<file path="src/rtl/tmr_pkg.sv">
package tmr_pkg;
  // width of the per-channel byte offset; channel stride is 2**OFS_W
  localparam int OFS_W = 6;

  localparam logic [OFS_W-1:0] OFS_STATUS = 6'h00;
  localparam logic [OFS_W-1:0] OFS_COUNT  = 6'h04;
  localparam logic [OFS_W-1:0] OFS_CTRL   = 6'h10;
  localparam logic [OFS_W-1:0] OFS_CFG    = 6'h20;
  localparam logic [OFS_W-1:0] OFS_DIV    = 6'h24;
  localparam logic [OFS_W-1:0] OFS_INIT   = 6'h28;

  localparam int STAT_PEND_BIT = 0;
  localparam int CTRL_LOAD_BIT = 0;
  localparam int CTRL_RUN_BIT  = 1;
  localparam int CFG_EN_BIT    = 0;
  localparam int CFG_IE_BIT    = 1;

  typedef struct packed {
    logic irq_en;
    logic en;
  } tmr_cfg_t;
endpackage

</file>
<file path="src/rtl/tmr_prescale.sv">
module tmr_prescale #(
  parameter int DIV_W = 32
) (
  input  logic             clk,
  input  logic             rst_n,
  input  logic             clear,
  input  logic             active,
  input  logic [DIV_W-1:0] limit,
  output logic             tick
);
  logic [DIV_W-1:0] phase_q;
  logic             at_limit;

  assign at_limit = (phase_q >= limit);
  assign tick     = active && at_limit;

  always_ff @(posedge clk or negedge rst_n) begin
    if (!rst_n) begin
      phase_q <= '0;
    end else if (clear) begin
      phase_q <= '0;
    end else if (active) begin
      phase_q <= at_limit ? '0 : phase_q + 1'b1;
    end
  end
endmodule

</file>
<file path="src/rtl/tmr_bus_decode.sv">
module tmr_bus_decode import tmr_pkg::*; #(
  parameter int NUM_INST = 2,
  parameter int ADDR_W   = 8
) (
  input  logic                bus_sel,
  input  logic                bus_enable,
  input  logic                bus_write,
  input  logic [ADDR_W-1:0]   bus_addr,
  output logic [NUM_INST-1:0] wr_stb,
  output logic [NUM_INST-1:0] rd_stb,
  output logic [OFS_W-1:0]    ofs
);
  localparam int IDX_W = ADDR_W - OFS_W;

  logic            xfer;
  logic [IDX_W-1:0] idx;

  assign xfer = bus_sel && bus_enable;
  assign idx  = bus_addr[ADDR_W-1:OFS_W];
  assign ofs  = bus_addr[OFS_W-1:0];

  for (genvar g = 0; g < NUM_INST; g++) begin : g_sel
    logic hit;
    assign hit       = (idx == IDX_W'(g));
    assign wr_stb[g] = xfer && bus_write && hit;
    assign rd_stb[g] = xfer && !bus_write && hit;
  end
endmodule

</file>
<file path="src/rtl/tmr_channel.sv">
module tmr_channel import tmr_pkg::*; #(
  parameter int CNT_W = 32
) (
  input  logic             clk,
  input  logic             rst_n,
  input  logic             wr_stb,
  input  logic             rd_stb,
  input  logic [OFS_W-1:0] ofs,
  input  logic [CNT_W-1:0] wdata,
  output logic [CNT_W-1:0] rdata,
  output logic             irq,
  output logic [CNT_W-1:0] obs_count,
  output logic [CNT_W-1:0] obs_init,
  output logic             obs_pend,
  output logic             obs_irq_en,
  output logic             obs_active
);
  logic [CNT_W-1:0] count_q, init_q, div_q;
  logic             pend_q, run_q;
  tmr_cfg_t         cfg_q;

  logic wr_status, wr_ctrl, wr_cfg, wr_div, wr_init;
  logic ctrl_load, active, tick, wrap;

  assign wr_status = wr_stb && (ofs == OFS_STATUS);
  assign wr_ctrl   = wr_stb && (ofs == OFS_CTRL);
  assign wr_cfg    = wr_stb && (ofs == OFS_CFG);
  assign wr_div    = wr_stb && (ofs == OFS_DIV);
  assign wr_init   = wr_stb && (ofs == OFS_INIT);

  assign ctrl_load = wr_ctrl && wdata[CTRL_LOAD_BIT];
  assign active    = run_q && cfg_q.en;
  assign wrap      = tick && (count_q == '1);

  tmr_prescale #(.DIV_W(CNT_W)) u_pre (
    .clk    (clk),
    .rst_n  (rst_n),
    .clear  (ctrl_load),
    .active (active),
    .limit  (div_q),
    .tick   (tick)
  );

  // counter and run state
  always_ff @(posedge clk or negedge rst_n) begin
    if (!rst_n) begin
      count_q <= '0;
      run_q   <= 1'b0;
    end else begin
      if (ctrl_load)   count_q <= init_q;
      else if (wrap)   count_q <= init_q;
      else if (tick)   count_q <= count_q + 1'b1;
      if (wr_ctrl)     run_q   <= !wdata[CTRL_LOAD_BIT] && wdata[CTRL_RUN_BIT];
    end
  end

  // pending flag: a fresh wrap wins over a clear in the same cycle
  always_ff @(posedge clk or negedge rst_n) begin
    if (!rst_n)                                 pend_q <= 1'b0;
    else if (wrap)                              pend_q <= 1'b1;
    else if (wr_status && wdata[STAT_PEND_BIT]) pend_q <= 1'b0;
  end

  // programming registers
  always_ff @(posedge clk or negedge rst_n) begin
    if (!rst_n) begin
      cfg_q  <= '0;
      div_q  <= '0;
      init_q <= '0;
    end else begin
      if (wr_cfg) begin
        cfg_q.en     <= wdata[CFG_EN_BIT];
        cfg_q.irq_en <= wdata[CFG_IE_BIT];
      end
      if (wr_div)  div_q  <= wdata;
      if (wr_init) init_q <= wdata;
    end
  end

  always_comb begin
    rdata = '0;
    if (rd_stb) begin
      unique case (ofs)
        OFS_STATUS: rdata[STAT_PEND_BIT] = pend_q;
        OFS_COUNT:  rdata = count_q;
        OFS_CTRL:   rdata[CTRL_RUN_BIT] = run_q;
        OFS_CFG:    rdata[1:0] = cfg_q;
        OFS_DIV:    rdata = div_q;
        OFS_INIT:   rdata = init_q;
        default:    rdata = '0;
      endcase
    end
  end

  assign irq        = pend_q && cfg_q.irq_en;
  assign obs_count  = count_q;
  assign obs_init   = init_q;
  assign obs_pend   = pend_q;
  assign obs_irq_en = cfg_q.irq_en;
  assign obs_active = active;
endmodule

</file>
<file path="src/rtl/ovf_timer_pair.sv">
module ovf_timer_pair import tmr_pkg::*; #(
  parameter int NUM_INST = 2,
  parameter int CNT_W    = 32,
  parameter int ADDR_W   = 8
) (
  input  logic                clk,
  input  logic                rst_n,
  input  logic                bus_sel,
  input  logic                bus_enable,
  input  logic                bus_write,
  input  logic [ADDR_W-1:0]   bus_addr,
  input  logic [CNT_W-1:0]    bus_wdata,
  output logic [CNT_W-1:0]    bus_rdata,
  output logic                bus_ready,
  output logic [NUM_INST-1:0] irq
);
  logic [NUM_INST-1:0]            wr_stb, rd_stb;
  logic [OFS_W-1:0]               ofs;
  logic [NUM_INST-1:0][CNT_W-1:0] ch_rdata;
  logic [NUM_INST-1:0][CNT_W-1:0] count_vec, init_vec;
  logic [NUM_INST-1:0]            pend_vec, ie_vec, act_vec, ctrl_wr_vec;

  tmr_bus_decode #(.NUM_INST(NUM_INST), .ADDR_W(ADDR_W)) u_dec (
    .bus_sel    (bus_sel),
    .bus_enable (bus_enable),
    .bus_write  (bus_write),
    .bus_addr   (bus_addr),
    .wr_stb     (wr_stb),
    .rd_stb     (rd_stb),
    .ofs        (ofs)
  );

  for (genvar g = 0; g < NUM_INST; g++) begin : g_ch
    tmr_channel #(.CNT_W(CNT_W)) u_ch (
      .clk        (clk),
      .rst_n      (rst_n),
      .wr_stb     (wr_stb[g]),
      .rd_stb     (rd_stb[g]),
      .ofs        (ofs),
      .wdata      (bus_wdata),
      .rdata      (ch_rdata[g]),
      .irq        (irq[g]),
      .obs_count  (count_vec[g]),
      .obs_init   (init_vec[g]),
      .obs_pend   (pend_vec[g]),
      .obs_irq_en (ie_vec[g]),
      .obs_active (act_vec[g])
    );
    assign ctrl_wr_vec[g] = wr_stb[g] && (ofs == OFS_CTRL);
  end

  // channels return zero unless addressed, so an OR merges them
  always_comb begin
    bus_rdata = '0;
    for (int i = 0; i < NUM_INST; i++) bus_rdata = bus_rdata | ch_rdata[i];
  end

  assign bus_ready = 1'b1;
endmodule

</file>
<file path="config.mk">
export PLATFORM = sky130hd
export DESIGN_NAME = ovf_timer_pair
export DESIGN_NICKNAME = d
export VERILOG_FILES = /design/src/rtl/tmr_pkg.sv /design/src/rtl/tmr_prescale.sv /design/src/rtl/tmr_bus_decode.sv /design/src/rtl/tmr_channel.sv /design/src/rtl/ovf_timer_pair.sv
export SDC_FILE = /design/constraint.sdc
export NUM_CORES = 1
export LEC_CHECK = 0
export CELL_PAD_IN_SITES_DETAIL_PLACEMENT = 0
export CELL_PAD_IN_SITES_GLOBAL_PLACEMENT = 1
export CORE_ASPECT_RATIO = 0.7
export CORE_UTILIZATION = 51
export CTS_CLUSTER_DIAMETER = 200
export DETAILED_ROUTE_END_ITERATION = 8
export GPL_ROUTABILITY_DRIVEN = 0
export PLACE_DENSITY = 0.9
export RECOVER_POWER = 25
export SKIP_LAST_GASP = 1
export SYNTH_ARGS = -nofsm -noshare
export SYNTH_HDL_FRONTEND = slang
export SYNTH_SLANG_ARGS = --single-unit
</file>
<file path="constraint.sdc">
create_clock -name clk -period 5.69 [get_ports clk]
set_input_delay 0.569 -clock clk [delete_from_list [all_inputs] [get_ports clk]]
set_output_delay 0.569 -clock clk [all_outputs]
set_load 0.01 [all_outputs]
</file>
== Word-level counts from Yosys, hierarchy flattened ==
Index checks and enable logic that the tools add are counted.
Cells by class
  $add $sub $neg: 4
  order comparisons: 2
  equality and inequality tests: 8
  muxes and demuxes: 24
  bitwise logic cells: 1
  reduce and logical (&&, ||, !) cells: 40
Operators by type and width (number)
  $mux 32: 14
  $pmux 30 s3: 2
  $add 32x1->32 const B: 4
  $eq 32x32->1 const B: 2
  $ge 32x32->1: 2
  $or 32x32->32: 1
  $logic_and 1x1->1: 30
  $pmux 1 s5: 4
  $eq 6x6->1 const B: 3
  $reduce_bool 2->1: 4
  $eq 6x3->1 const B: 1
  $eq 6x5->1 const B: 1
  $logic_not 6->1: 1
  $reduce_bool 3->1: 2
  $mux 1: 4
  $eq 2x1->1 const B: 1
  $logic_not 1->1: 2
  $logic_not 2->1: 1
Word-level totals
  register bits after elaboration: 264
  input bits: 45
  output and inout bits: 35
  logic and storage cells: 95

== Logic depth before layout (Yosys ltp) ==
Gate-level depths: netlist (run 1).
  depth after elaboration: 7
  depth in mapped cells: 12
  mapped depth without buffers: 9

== Cells and area by module ==
From an unflattened synthesis (run 1), not the netlist that was laid out.
Second synthesis, totals
  cell total of the unflattened synthesis: 1791
  area total of the unflattened synthesis: 16704.8 sq um
By module, submodules not included
  tmr_channel: times used 2, cells each 495, area each 5215.0 sq um, seq. area each 2502.4 sq um
  tmr_prescale: times used 2, cells each 378, area each 2987.9 sq um, seq. area each 800.8 sq um
  ovf_timer_pair: times used 1, cells each 34, area each 211.5 sq um, seq. area each 0.0 sq um
  tmr_bus_decode: times used 1, cells each 11, area each 87.6 sq um, seq. area each 0.0 sq um

== Least setup slack after synthesis (run 1) ==
No wires, ideal clock.
  kind: register -> register
  start: register g_ch[1].u_ch.u_pre.phase_q[15]
  end: register g_ch[1].u_ch.count_q[29]
  library setup time: 131 ps
  data arrival time: 2831 ps
  data required time: 5559 ps
  slack: 2727 ps
  stages on the path, launching flop included: 10
  path buffers: 1
  period minus slack after synthesis: 2963 ps
  cells stage by stage: dfrtp_1 > ha_1 > nand4_1 > nor3_1 > or4b_2 > a31o_2 > and2_4 > buf_6 > o31a_1 > or3_1
Between the ends
  cells in the longest elaborated chain, start to end: 5
RTL lines
  from (decl): RTL line tmr_prescale.sv:11  | logic [DIV_W-1:0] phase_q;
  from (signal assigned): RTL line tmr_prescale.sv:23  | phase_q <= at_limit ? '0 : phase_q + 1'b1;
  $ge 32x32->1 *: RTL line tmr_prescale.sv:14  | assign at_limit = (phase_q >= limit);
  $logic_and 1x1->1 *: RTL line tmr_prescale.sv:15  | assign tick = active && at_limit;
  $logic_and 1x1->1: RTL line tmr_channel.sv:33  | assign wrap = tick && (count_q == '1);
  $mux 32: RTL line tmr_channel.sv:51  | else if (wrap) count_q <= init_q;
  $mux 32: RTL line tmr_channel.sv:50  | if (ctrl_load) count_q <= init_q;
  to (signal assigned): RTL line tmr_channel.sv:50
  to (signal assigned): RTL line tmr_channel.sv:51
  to (signal assigned): RTL line tmr_channel.sv:52  | else if (tick) count_q <= count_q + 1'b1;
  to (decl): RTL line tmr_channel.sv:18  | logic [CNT_W-1:0] count_q, init_q, div_q;
Mark *: on every way between the ends. The rest lies on a longest branch, timed or not.
A chain may end at the register's enable or synchronous reset.

== Worst setup path in the final report (run 1) ==
  start: input bus_addr[1]
  end: output bus_rdata[5]
Between the ends
  cells in the longest elaborated chain, start to end: 4
RTL lines
  from (decl): RTL line ovf_timer_pair.sv:11  | input logic [ADDR_W-1:0] bus_addr,
  $eq 6x6->1 / $eq 6x3->1 (equally long branches): RTL line tmr_channel.sv:83  | unique case (ofs)
  $pmux 30 s3: RTL line tmr_channel.sv:83
  $mux 32: RTL line tmr_channel.sv:82  | if (rd_stb) begin
  $or 32x32->32 *: RTL line ovf_timer_pair.sv:55  | for (int i = 0; i < NUM_INST; i++) bus_rdata = bus_rdata | ch_rdata[i];
  to (decl): RTL line ovf_timer_pair.sv:13  | output logic [CNT_W-1:0] bus_rdata,
Marks and branches as above.

==> impl_metrics.toml, run 1 <==
[run_status]
status = "finished, violations left"
violations = "capacitance limit, slew limit"

[global_route]
grt_max_degree = 74
grt_util_all_layers_pct = 32.85
grt_antenna_before_repair = 0
grt_overflow = 0
grt_pass1_wl_um = 80990
grt_pass1_vias = 13686

[finish]
nNetsFinal = 1963
final_common_cell = "dfrtp_1"
syn_to_final_growth_pct = 13.15
post-route-cell-area_sq_mm = 0.01813
diodes = 0
mostFrequentLayoutCells = "dfrtp_1 (264), nand2_1 (191), nor2_1 (151)"
final_layout_size_suffix_gt1_share_pct = 9.567

[critical_path]
cpPeakStageDelay_ns = 0.59
worst-setup-path-type = "in -> out"
worstPathArrival_ns = 4.00
reg2reg_from = "g_ch[0].u_ch.obs_count[0]"
rr_worst_depth = 8
endpoint_kind = "primary output"
crit_chain = "clkdlybuf4s50_1, or3_1, nor3b_1, nand2_1, a21oi_1, nand2_1, buf_4, o22ai_1, clkdlybuf4s50_1"
crit_path_start_kind = "input port"
cp_slowest_cell = "clkdlybuf4s50_1"
critical_path_required_ns = 5.12
reg2reg_slack_ns = 1.47
r2r-end = "g_ch[0].u_ch.obs_count[5]"
path_max_fanout = 17

[synth]
async_flop_share_pct = 100.0
ys_dominant_reg_cell = "dfrtp_1"
syn-num-nets = 1936
postSynthAreaPerCell_sq_um = 8.791
syn-cell-area_sq_mm = 0.01603
ys_ff_latch = 264
synth_cells = 1823
synth_cell_type_count = 75
synth-seq-area-share_pct = 41.22
synth-edff-count = 0
yosys_warnings = 0

[floorplanning]
die_h_um = 150.3
start_util_pct = 52.65
design.core.area_sq_mm = 0.03044
pin_count = 80
die_x_um = 213.9
rows = 53
die_area_sq_mm = 0.03215

[clocking]
cts_setup_buffers = 0
clockRootBuffer = "clkbuf_16"
cts_resized = 0
cts_sinks = 264
h-tree-depth = 1
cts_buffers = 27
clk_pin_slew_worst_paths_ns = 0.06
clock_latency_ns = 0.58
cts.path.max_buffers = 3
cts_tree = "done"

[hold_path]
hold_class = "reg -> reg"
whs_endpoint = "g_ch[1].u_ch.obs_pend"
hp-start = "g_ch[1].u_ch.obs_pend"
hold_path_depth = 2

[timing]
period_share_pct = 80.23
layout_min_cycle_time_ns = 4.565
holdWs_ns = 0.5218
rsz0062_at_grt = "false"
fmax_mhz = 219.1
fin_ws_ns = 1.125
fin_skew_ns = 0.03126
setup_viol = 0
relSlewSlack_pct = -142.5
drv_slew = 127
hold_viol_final = 0
fin_setup_tns_ns = 0
worst_pin_slew_ns = 3.637

[power_and_ir_drop]
power_per_cell_area_mw_per_mm2 = 228.1
peakVddDrop_mv = 0.1707
p_leak_nw = 8.044

[placed_design]
dp_slack_ns = 1.196
place_area_sq_mm = 0.01714
dpl.hpwl_um = 37240
portBuffers = 78

[detailed_routing]
wirelength_um = 51850
drt_iter0_drc = 1975
drc = 0
viasPerCell = 6.512
final_antenna_net_count = 0
drt-pass1-iter-count = 6
num_vias = 14868
post_drt_wl_per_cell_um = 22.71

[job]
maxCapViolations = 2
-- logic make-up (layout without fill, tap and decap cells) --
| logic type | Yosys count | after routing | synth area share, % |
|---|---|---|---|
| multiplexers | 141 | 141 | 9.392 |
| adder cells (fa/ha/maj) | 68 | 68 | 5.309 |
| AO/OA/AOI/OAI | 386 | 386 | 14.76 |
| flip-flops | 264 | 264 | 41.22 |
| buffers and inverters | 206 | 254 | 4.989 |
| XOR/XNOR | 34 | 34 | 1.858 |
| other | 1 | 1 | 0.02340 |
| AND/OR/NAND/NOR | 723 | 723 | 22.45 |
-- per-layer routing --
metal	share of wire [%]	up-vias	global-route usage, %
met5	0	-	0
met4	3.0	0	9.071
met3	11	118	7.322
met2	39	872	44.20
met1	47	7174	51.73
li1	-	6704	-
-- critical path: cells and delay by family --
| kind | cells | cell delay, ns |
|---|---|---|
| compound gates | 2 | 0.48 |
| buf+inv | 3 | 1.41 |
| simple gates | 4 | 1.52 |
-- final cells by class --
type                            instances  area (sq um)
Tap cell                              412         515.5
Fill cell                            2617         12300
Timing Repair Buffer                  108          1003
Clock buffer                           32         744.5
Clock inverter                         18         250.2
Inverter                               96         360.3
Multi-Input combinational cell       1353          8653
Sequential cell                       264          6606
-- synthesized netlist by cell type (3+ instances only) --
cell	count	share of area (%)
a221o_1	8	0.50
a21o_1	3	0.14
or4_1	26	1.2
o211a_1	4	0.25
o221ai_1	6	0.33
a41oi_1	6	0.33
o21ai_0	104	3.2
buf_1	14	0.33
and2_1	17	0.66
nand2b_1	9	0.35
and4_1	8	0.44
clkbuf_1	91	2.1
a22o_1	3	0.16
a31oi_1	33	1.3
buf_4	3	0.14
o22ai_1	33	1.3
inv_1	96	2.2
a32oi_1	7	0.38
xor2_1	10	0.55
nor4_1	33	1.3
nor2_1	151	3.5
ha_1	68	5.3
a2111oi_0	3	0.16
or3_1	24	0.94
nand2_1	192	4.5
nor4b_1	4	0.22
a211oi_1	7	0.33
xnor2_1	24	1.3
nand3_1	93	2.9
o211ai_1	16	0.75
dfrtp_1	264	41
and3_1	33	1.3
a22oi_1	5	0.23
a21oi_1	118	3.7
nor3_1	56	1.7
mux2i_1	66	4.1
mux2_2	75	5.3
o21a_1	4	0.19
nand4_1	56	2.2
a221oi_1	3	0.16
-- flip-flops by register name, indices dropped and copies added, names as in the netlist --
register and flops:
g_ch.u_ch.div_q 64, g_ch.u_ch.obs_count 64, g_ch.u_ch.obs_init 64, g_ch.u_ch.u_pre.phase_q 64, g_ch.u_ch.cfg_q 2, g_ch.u_ch.obs_irq_en 2
g_ch.u_ch.obs_pend 2, g_ch.u_ch.run_q 2
-- power breakdown --
| part | internal (mW) | switching (mW) |
|---|---|---|
| clock | 1.21 | 0.815 |
| sequential | 1.90 | 0.0198 |
| combinational | 0.0709 | 0.127 |
| total | 3.18 | 0.961 |
-- timing repair --
item	CTS	global route
hold endpoints to repair	11	0
setup endpoints to repair	0	0
hold buffers	1	0
-- through the flow --
step / power [mW] / util [%] / std cells
final: 4.137 / 59.58 / 2283
after global routing: 4.253 / 59.58 / 2283
after CTS: 4.155 / 59.60 / 2283
after detailed placement: 2.150 / 56.30 / 2232
after global placement: 2.146 / 56.30 / 2232
after floorplan: 2.025 / - / 1823
-- worst max path at each step --
stage	startpoint	to
CTS	bus_addr[1]	bus_rdata[5]
detailed placement	bus_addr[1]	bus_rdata[5]
global placement	bus_addr[1]	bus_rdata[2]
finish	bus_addr[1]	bus_rdata[5]
floorplan	g_ch[1].u_ch.u_pre.phase_q[15]	g_ch[1].u_ch.obs_count[29]
global route	rst_n	g_ch[0].u_ch.run_q
(Power assumes the default switching activity.)
==> inputs of run 2 (changes only) <==
CORE_UTILIZATION = 47   (was 51)
PLACE_DENSITY = 0.84   (was 0.9)
clock period = 4.6 ns   (was 5.69 ns; I/O delays follow)
==> run 2 against run 1 <==
The flow still finishes with violations (capacitance limit, slew limit). Critical path depth did not move. Die area increased by 8.4%. Critical path type unchanged. Clock power grew 28%.
==> impl_metrics.toml, run 2 (synthesized netlist as in run 1, its figures left out) <==
[clocking]
cts_sinks = 264
cts_resized = 0
cts_tree = "done"
cts_buffers = 29
ctsHoldBuffers = 1
h-tree-depth = 1
clock_latency_ns = 0.57
cts.path.max_buffers = 3
clk_pin_slew_worst_paths_ns = 0.06
cts_setup_buffers = 0
clockRootBuffer = "clkbuf_16"

[detailed_routing]
num_vias = 14734
viasPerCell = 6.356
final_antenna_net_count = 0
drt-pass1-iter-count = 5
drt_iter0_drc = 1609
wirelength_um = 52580
drc = 0
post_drt_wl_per_cell_um = 22.68

[critical_path]
crit_path_start_kind = "input port"
crit_chain = "clkdlybuf4s50_1, or3_1, nor3b_1, nand2_1, a21oi_1, nand2_1, buf_4, o22ai_1, clkdlybuf4s50_1"
r2r-end = "g_ch[0].u_ch.obs_count[3]"
cpPeakStageDelay_ns = 0.60
crit_family = "buffers and inverters"
worst-setup-path-type = "in -> out"
rr_worst_depth = 10
critical_path_required_ns = 4.14
startpoint = "bus_addr[1]"
path_max_fanout = 14
reg2reg_slack_ns = 1.00
critPathBufInv = 3
cp_slowest_cell = "clkdlybuf4s50_1"
reg2reg_from = "g_ch[0].u_ch.obs_count[0]"
worstPathArrival_ns = 3.56
endpoint_kind = "primary output"

[finish]
syn_to_final_growth_pct = 14.44
nNetsFinal = 1976
mostFrequentLayoutCells = "dfrtp_1 (264), nand2_1 (191), nor2_1 (151)"
post-route-cell-area_sq_mm = 0.01834
final_cell_count_no_fill = 2318
final_layout_size_suffix_gt1_share_pct = 10.09
final_common_cell = "dfrtp_1"
diodes = 0
finish.utilization_pct = 54.76

[run_status]
violations = "capacitance limit, slew limit"
status = "finished, violations left"

[timing]
fin_setup_tns_ns = 0
relSlewSlack_pct = -90.99
rsz0062_at_grt = "false"
setup_viol = 0
holdWs_ns = 0.5147
layout_min_cycle_time_ns = 4.015
fin_skew_ns = 0.01410
period_share_pct = 87.28
fin_ws_ns = 0.5850
drv_slew = 104
fmax_mhz = 249.1
worst_pin_slew_ns = 2.865
hold_viol_final = 0

[floorplanning]
die_x_um = 222.7
die_h_um = 156.5
design.core.area_sq_mm = 0.03349
die_area_sq_mm = 0.03485
pin_count = 80
start_util_pct = 47.85
rows = 56

[global_route]
grt_pass1_vias = 13639
grt_overflow = 0
grt_pass1_wl_um = 81430
grt_antenna_before_repair = 0
grt_util_all_layers_pct = 30.28
grt_max_degree = 105

[hold_path]
hp-start = "g_ch[1].u_ch.obs_pend"
hold_class = "reg -> reg"
whs_endpoint = "g_ch[1].u_ch.obs_pend"
hold_path_depth = 2

[placed_design]
dpl.cell_count = 2266
dp_slack_ns = 0.6428
place_area_sq_mm = 0.01730
dpl.hpwl_um = 38840
portBuffers = 78

[job]
maxCapViolations = 1

[power_and_ir_drop]
finalPower_mw = 5.204
p_leak_nw = 8.143
power_per_cell_area_mw_per_mm2 = 283.8
peakVddDrop_mv = 0.2470
[run 2: cell count changes in the layout (fill, tap and decap cells not counted), sizes merged]
cell | before | now
clkbuf | 34 | 40
clkinv | 10 | 6
inv | 97 | 96
buf | 29 | 41
clkinvlp | 1 | 0
[run 2: report_power, final]
group          switching, mW  internal, mW  leakage, nW
Clock                   1.00          1.58        0.514
Combinational          0.161        0.0898         4.42
Sequential            0.0239          2.35         3.20
[run 2: how the worst max path moves through the flow]
stage	end	slack [ns]	cells after the start
after floorplan	g_ch[1].u_ch.obs_count[29]	1.64	9
after global placement	bus_rdata[15]	0.82	9
after detailed placement	bus_rdata[14]	0.64	9
after CTS	bus_rdata[14]	0.62	9
after global routing	bus_rdata[14]	0.40	9
final	bus_rdata[14]	0.58	9
[run 2: per-layer routing]
metal	up-vias	routed length, um	global-route usage (%)
li1	6722	-	-
met1	7266	25790	48.03
met2	664	21090	42.01
met3	82	4520	5.389
met4	0	1183	6.798
met5	-	0	0
[run 2: worst min-delay path, cell delays in order, from the launching register on]
cell and delay (ns):
dfrtp_1 0.37, nand2_1 0.06, nand2_1 0.06
[run 2: final cells by class]
cell class | count | area (sq um)
Clock buffer | 39 | 823.3
Clock inverter | 12 | 214.0
Fill cell | 3099 | 15150
Inverter | 96 | 360.3
Multi-Input combinational cell | 1353 | 8658
Sequential cell | 264 | 6606
Tap cell | 435 | 544.3
Timing Repair Buffer | 119 | 1134
